**src/rtl/uart_tx_pkg.sv**
```systemverilog
package uart_tx_pkg;
  // Status register bit positions (software decodes these)
  localparam int STAT_IRQ_BIT = 7;
  localparam int STAT_TXE_BIT = 4;
  localparam int STAT_RXF_BIT = 3;

  // Register addresses
  localparam logic ADDR_DATA = 1'b0;
  localparam logic ADDR_STAT = 1'b1;

  typedef enum logic [0:0] {SH_IDLE = 1'b0, SH_RUN = 1'b1} sh_state_e;
endpackage

```
**src/rtl/uart_tx_hold.sv**
```systemverilog
// Holding register plus the delayed re-arm of the empty flag.
module uart_tx_hold #(
  parameter int DATA_W = 8
) (
  input  logic              clk,
  input  logic              rst_n,
  input  logic              wr_en,
  input  logic [DATA_W-1:0] wr_byte,
  input  logic              baud_tick,
  input  logic              shift_ready,
  output logic              load,
  output logic [DATA_W-1:0] load_byte,
  output logic              tx_empty
);
  logic              hold_full;
  logic [DATA_W-1:0] hold_byte;
  logic              rearm_wait;

  // hand-off: a full holding register meets a shifter that can take it
  assign load      = hold_full && shift_ready;
  assign load_byte = hold_byte;

  always_ff @(posedge clk or negedge rst_n) begin
    if (!rst_n) begin
      hold_full <= 1'b0;
      hold_byte <= '0;
    end else if (wr_en) begin
      // a write wins over a same-cycle hand-off: the new byte stays held
      hold_full <= 1'b1;
      hold_byte <= wr_byte;
    end else if (load) begin
      hold_full <= 1'b0;
    end
  end

  // empty flag is withheld until the first oversampling tick after a hand-off
  always_ff @(posedge clk or negedge rst_n) begin
    if (!rst_n)
      rearm_wait <= 1'b0;
    else if (load)
      rearm_wait <= 1'b1;
    else if (baud_tick)
      rearm_wait <= 1'b0;
  end

  assign tx_empty = !hold_full && !rearm_wait;
endmodule

```
**src/rtl/uart_tx_shift.sv**
```systemverilog
// Frame serializer: start, DATA_W bits LSB first, stop; OVS ticks per bit.
module uart_tx_shift
  import uart_tx_pkg::*;
#(
  parameter int DATA_W = 8,
  parameter int OVS    = 16
) (
  input  logic              clk,
  input  logic              rst_n,
  input  logic              baud_tick,
  input  logic              load,
  input  logic [DATA_W-1:0] load_byte,
  output logic              ready,
  output logic              busy,
  output logic              txd
);
  localparam int FRAME_BITS = DATA_W + 2;
  localparam int TW         = (OVS > 1) ? $clog2(OVS) : 1;
  localparam int BW         = $clog2(FRAME_BITS + 1);
  localparam logic [TW-1:0] TICK_LAST = TW'(OVS - 1);
  localparam logic [BW-1:0] BIT_LAST  = BW'(FRAME_BITS - 1);

  sh_state_e             state;
  logic [FRAME_BITS-1:0] shreg;
  logic [TW-1:0]         tcnt;
  logic [BW-1:0]         bcnt;
  logic                  bit_done;
  logic                  frame_done;

  assign bit_done   = (state == SH_RUN) && baud_tick && (tcnt == TICK_LAST);
  assign frame_done = bit_done && (bcnt == BIT_LAST);
  // accepting on the last tick of the stop bit gives gap-free frames
  assign ready      = (state == SH_IDLE) || frame_done;
  assign busy       = (state == SH_RUN);
  assign txd        = busy ? shreg[0] : 1'b1;

  always_ff @(posedge clk or negedge rst_n) begin
    if (!rst_n) begin
      state <= SH_IDLE;
      shreg <= '1;
      tcnt  <= '0;
      bcnt  <= '0;
    end else if (load) begin
      state <= SH_RUN;
      shreg <= {1'b1, load_byte, 1'b0};
      tcnt  <= '0;
      bcnt  <= '0;
    end else if (busy && baud_tick) begin
      if (tcnt == TICK_LAST) begin
        tcnt <= '0;
        if (bcnt == BIT_LAST) begin
          state <= SH_IDLE;
        end else begin
          bcnt  <= bcnt + 1'b1;
          shreg <= {1'b1, shreg[FRAME_BITS-1:1]};
        end
      end else begin
        tcnt <= tcnt + 1'b1;
      end
    end
  end
endmodule

```
**src/rtl/uart_tx_irqstat.sv**
```systemverilog
// Edge-detected interrupt latch and status register assembly.
module uart_tx_irqstat
  import uart_tx_pkg::*;
(
  input  logic       clk,
  input  logic       rst_n,
  input  logic       tx_empty,
  input  logic       rx_full,
  input  logic       rd_stat,
  output logic       set_evt,
  output logic       irq_pend,
  output logic [7:0] status
);
  logic tx_empty_q;
  logic rx_full_q;
  logic tx_rise;
  logic rx_rise;

  always_ff @(posedge clk or negedge rst_n) begin
    if (!rst_n) begin
      tx_empty_q <= 1'b1;   // empty at reset is not an event
      rx_full_q  <= 1'b0;
    end else begin
      tx_empty_q <= tx_empty;
      rx_full_q  <= rx_full;
    end
  end

  assign tx_rise = tx_empty && !tx_empty_q;
  assign rx_rise = rx_full && !rx_full_q;
  assign set_evt = tx_rise || rx_rise;

  // a new event outranks a coincident clear so nothing is dropped
  always_ff @(posedge clk or negedge rst_n) begin
    if (!rst_n)
      irq_pend <= 1'b0;
    else if (set_evt)
      irq_pend <= 1'b1;
    else if (rd_stat)
      irq_pend <= 1'b0;
  end

  always_comb begin
    status               = '0;
    status[STAT_IRQ_BIT] = irq_pend;
    status[STAT_TXE_BIT] = tx_empty;
    status[STAT_RXF_BIT] = rx_full;
  end
endmodule

```
**src/rtl/uart_tx_irq.sv**
```systemverilog
module uart_tx_irq
  import uart_tx_pkg::*;
#(
  parameter int DATA_W = 8,
  parameter int OVS    = 16
) (
  input  logic              clk,
  input  logic              rst_n,
  input  logic              baud_tick,
  input  logic              bus_sel,
  input  logic              bus_wr,
  input  logic              bus_addr,
  input  logic [DATA_W-1:0] bus_wdata,
  output logic [7:0]        bus_rdata,
  input  logic              rx_full_in,
  output logic              txd,
  output logic              irq_n
);
  logic              wr_data;
  logic              rd_stat;
  logic              load;
  logic [DATA_W-1:0] load_byte;
  logic              shift_ready;
  logic              shift_busy;
  logic              tx_empty;
  logic              set_evt;
  logic              irq_pend;
  logic [7:0]        status;

  assign wr_data = bus_sel &&  bus_wr && (bus_addr == ADDR_DATA);
  assign rd_stat = bus_sel && !bus_wr && (bus_addr == ADDR_STAT);

  uart_tx_hold #(.DATA_W(DATA_W)) u_hold (
    .clk         (clk),
    .rst_n       (rst_n),
    .wr_en       (wr_data),
    .wr_byte     (bus_wdata),
    .baud_tick   (baud_tick),
    .shift_ready (shift_ready),
    .load        (load),
    .load_byte   (load_byte),
    .tx_empty    (tx_empty)
  );

  uart_tx_shift #(.DATA_W(DATA_W), .OVS(OVS)) u_shift (
    .clk       (clk),
    .rst_n     (rst_n),
    .baud_tick (baud_tick),
    .load      (load),
    .load_byte (load_byte),
    .ready     (shift_ready),
    .busy      (shift_busy),
    .txd       (txd)
  );

  uart_tx_irqstat u_irq (
    .clk      (clk),
    .rst_n    (rst_n),
    .tx_empty (tx_empty),
    .rx_full  (rx_full_in),
    .rd_stat  (rd_stat),
    .set_evt  (set_evt),
    .irq_pend (irq_pend),
    .status   (status)
  );

  assign irq_n     = !irq_pend;
  assign bus_rdata = (bus_addr == ADDR_STAT) ? status : 8'h00;
endmodule

```
**config.mk**
```make
export PLATFORM = sky130hd
export DESIGN_NAME = uart_tx_irq
export DESIGN_NICKNAME = d
export VERILOG_FILES = /design/src/rtl/uart_tx_pkg.sv /design/src/rtl/uart_tx_hold.sv /design/src/rtl/uart_tx_shift.sv /design/src/rtl/uart_tx_irqstat.sv /design/src/rtl/uart_tx_irq.sv
export SDC_FILE = /design/constraint.sdc
export NUM_CORES = 1
export LEC_CHECK = 0
export BUFFER_PORTS_ARGS = -buffer_cell sky130_fd_sc_hd__clkbuf_2
export CAP_MARGIN = 20
export CORE_MARGIN = 2
export CORE_UTILIZATION = 45
export CTS_CLUSTER_SIZE = 16
export DETAILED_ROUTE_END_ITERATION = 8
export PLACE_DENSITY = 0.77
export SLEW_MARGIN = 5
export SYNTH_ARGS = -nofsm -noshare
export SYNTH_HDL_FRONTEND = slang
export SYNTH_HIERARCHICAL = 1
export SYNTH_SLANG_ARGS = --single-unit
```
**constraint.sdc**
```tcl
create_clock -name clk -period 5.2 [get_ports clk]
set_clock_uncertainty 0.1 [all_clocks]
set_input_delay 0.26 -clock clk [delete_from_list [all_inputs] [get_ports clk]]
set_output_delay 0.26 -clock clk [all_outputs]
set_load 0.01 [all_outputs]
```
==> reports/metrics.yaml <==
status:
  status: "finished, final reports clean"
flow_run:
  max_cap_violations: 0
floorplanning:
  start_util_pct: 46.2
  num_rows: 22
  core_area_mm2: 0.00361
  dieHeight_um: 64.8
  die_x_um: 64.8
  dieArea_mm2: 0.00420
  boundaryPins: 25
clock_network:
  post-cts-setup-buffers: 0
  cts_sinks: 31
  insertion_delay_ns: 0.27
  cts_max_level: 2
  cts-root-buf: "clkbuf_8"
  cts_hold_repair.buffers: 1
  cts.path.max_buffers: 2
  tritoncts: "done"
  clk_pin_slew_ns: 0.06
  ctsResizeCount: 0
  numCtsBuffers: 5
critical_path:
  cp.arrival_ns: 2.93
  crit_fanout: 29
  r2r_end: "u_shift/bcnt[0]$_DFFE_PN0P_"
  start_kind: "flip-flop"
  critical_path_class: "flip-flop to flip-flop"
  cp-end-kind: "flip-flop"
  required_ns: 5.26
  r2r_start: "u_shift/tcnt[0]$_DFFE_PN0P_"
  ff2ff_path_depth: 6
  ff2ff_setup_slack_ns: 2.33
global_route:
  grt_max_degree: 32
  antenna_found_initial: 0
  grt_pass1_wl_um: 4940
  gr-total-overflow: 0
  grt_pass1_vias: 1090
  grtUsageTotal_pct: 15.0
pwr:
  p_total_mw: 0.840
  leakagePower_nw: 0.801
  peakVddDrop_mv: 0.237
  powerDensity_mw_per_mm2: 462
routing:
  drtIter0Drc: 77
  remaining_drc_errors: 0
  vias: 1164
  firstDrtPassIters: 4
  drt_wl_total_um: 2910
  wl_per_cell_um: 13.4
  drtAntennaViolNets: 0
  vias_per_cell: 5.36
hold_path:
  hold_path_end: "u_irq/rx_full_q$_DFF_PN0_"
  hold_start: "rx_full_in"
  hp-class: "input port to flip-flop"
  holdPathStages: 1
finish:
  area_delta_synth_final_pct: 9.24
  num_antenna_cells: 0
  drive_above_1_share_pct: 34.3
  nNetsFinal: 186
  multi_input_area_um2: 754
  finish.instance_area_mm2: 0.00182
  nFillCells: 328
  regArea_um2: 788
place:
  placed_area_mm2: 0.00172
  dpl.hpwl_um: 2020
  io_buffers: 19
  place.gp.congestion: 0.716
sta:
  layout_min_cycle_time_ns: 2.87
  fmax_ghz: 0.349
  slew-limit-headroom_pct: 41.7
  fin_crit_sh_pct: 55.1
  tns_ns: 0
  tightest_slew_ns: 0.875
  setup_viol: 0
  slew_viol_final: 0
  rsz0062_at_grt: "false"
  hold_violations: 0
yosys:
  avgSynthCellArea_um2: 10.7
  synth_warnings: 6
  synthCells: 155
  syn-cell-area_mm2: 0.00167
[registers in the layout, summed over array words and instances, names as in the netlist]
register,flops
u_irq/rx_full_q,1
u_hold/rearm_wait,1
u_shift/bcnt,4
u_hold/load_byte,8
u_shift/tcnt,4
u_shift/shreg,9
u_hold/hold_full,1
u_shift/busy,1
u_irq/tx_empty_q,1
u_irq/irq_pend,1
[per-layer routing]
layer	global-route usage, %	vias to the layer above	part of all wire [%]
met4	3.99	0	0.55
met5	0	-	0
met3	4.86	2	4.1
met2	24.4	32	49
met1	19.3	562	46
li1	-	568	-
[cell type report]
class | count | share of cell area, %
sequential | 31 | 43.3
timing repair buffer | 20 | 5.78
multi-input combinational | 103 | 41.5
clock inverter | 2 | 0.688
tap | 48 | 3.30
inverter | 7 | 1.44
clock buffer | 6 | 3.99
[worst max-delay path, cell delays in order, from the launching register on]
cell     delay [ns]
dfrtp_1        0.41
ha_1           0.23
nand3_1        0.37
o31ai_1        0.48
and2_1         0.77
nor2_1         0.10
mux2_2         0.29
[how the worst max path moves through the flow]
| stage | start | endpoint |
|---|---|---|
| after floorplan | u_shift/tcnt[0]$_DFFE_PN0P_ | u_shift/shreg[5]$_DFFE_PN1P_ |
| after global placement | u_shift/tcnt[0]$_DFFE_PN0P_ | u_shift/bcnt[0]$_DFFE_PN0P_ |
| after detailed placement | u_shift/tcnt[0]$_DFFE_PN0P_ | u_shift/bcnt[0]$_DFFE_PN0P_ |
| after CTS | u_shift/tcnt[0]$_DFFE_PN0P_ | u_shift/bcnt[0]$_DFFE_PN0P_ |
| after global routing | u_shift/tcnt[0]$_DFFE_PN0P_ | u_shift/bcnt[0]$_DFFE_PN0P_ |
| final | u_shift/tcnt[0]$_DFFE_PN0P_ | u_shift/bcnt[0]$_DFFE_PN0P_ |
[power by group]
group / switching (mW) / internal, mW
combinational: 0.131 / 0.121
sequential: 0.0616 / 0.349
clock: 0.0845 / 0.0933
[layout by cell type, fill, tap and decap left out, types with 2 or more instances in the layout]
master	n
and2_2	8
o31ai_1	10
nand2_1	5
dfstp_2	10
dfrtp_1	21
inv_1	7
or3_1	2
conb_1	5
a41oi_1	7
nand3_1	4
nor2_1	4
a21oi_1	13
ha_1	3
nor2b_1	8
and3b_1	3
clkbuf_8	5
o21ai_0	2
and2_1	2
nand2b_1	3
mux2_4	8
a31oi_1	2
clkbuf_2	19
[through the flow]
step                hold WS, ns  instances  utilization, %  setup WS (ns)
finish                   0.0163        217            50.5           2.33
global route             0.0177        217            50.5           2.07
CTS                     0.00965        217            50.5           2.34
detailed placement        0.257        208            47.8           2.35
global placement          0.251        208            47.8           2.51
floorplan                -0.136        159               -           2.97
No activity file was read; power rests on OpenSTA's default activity.
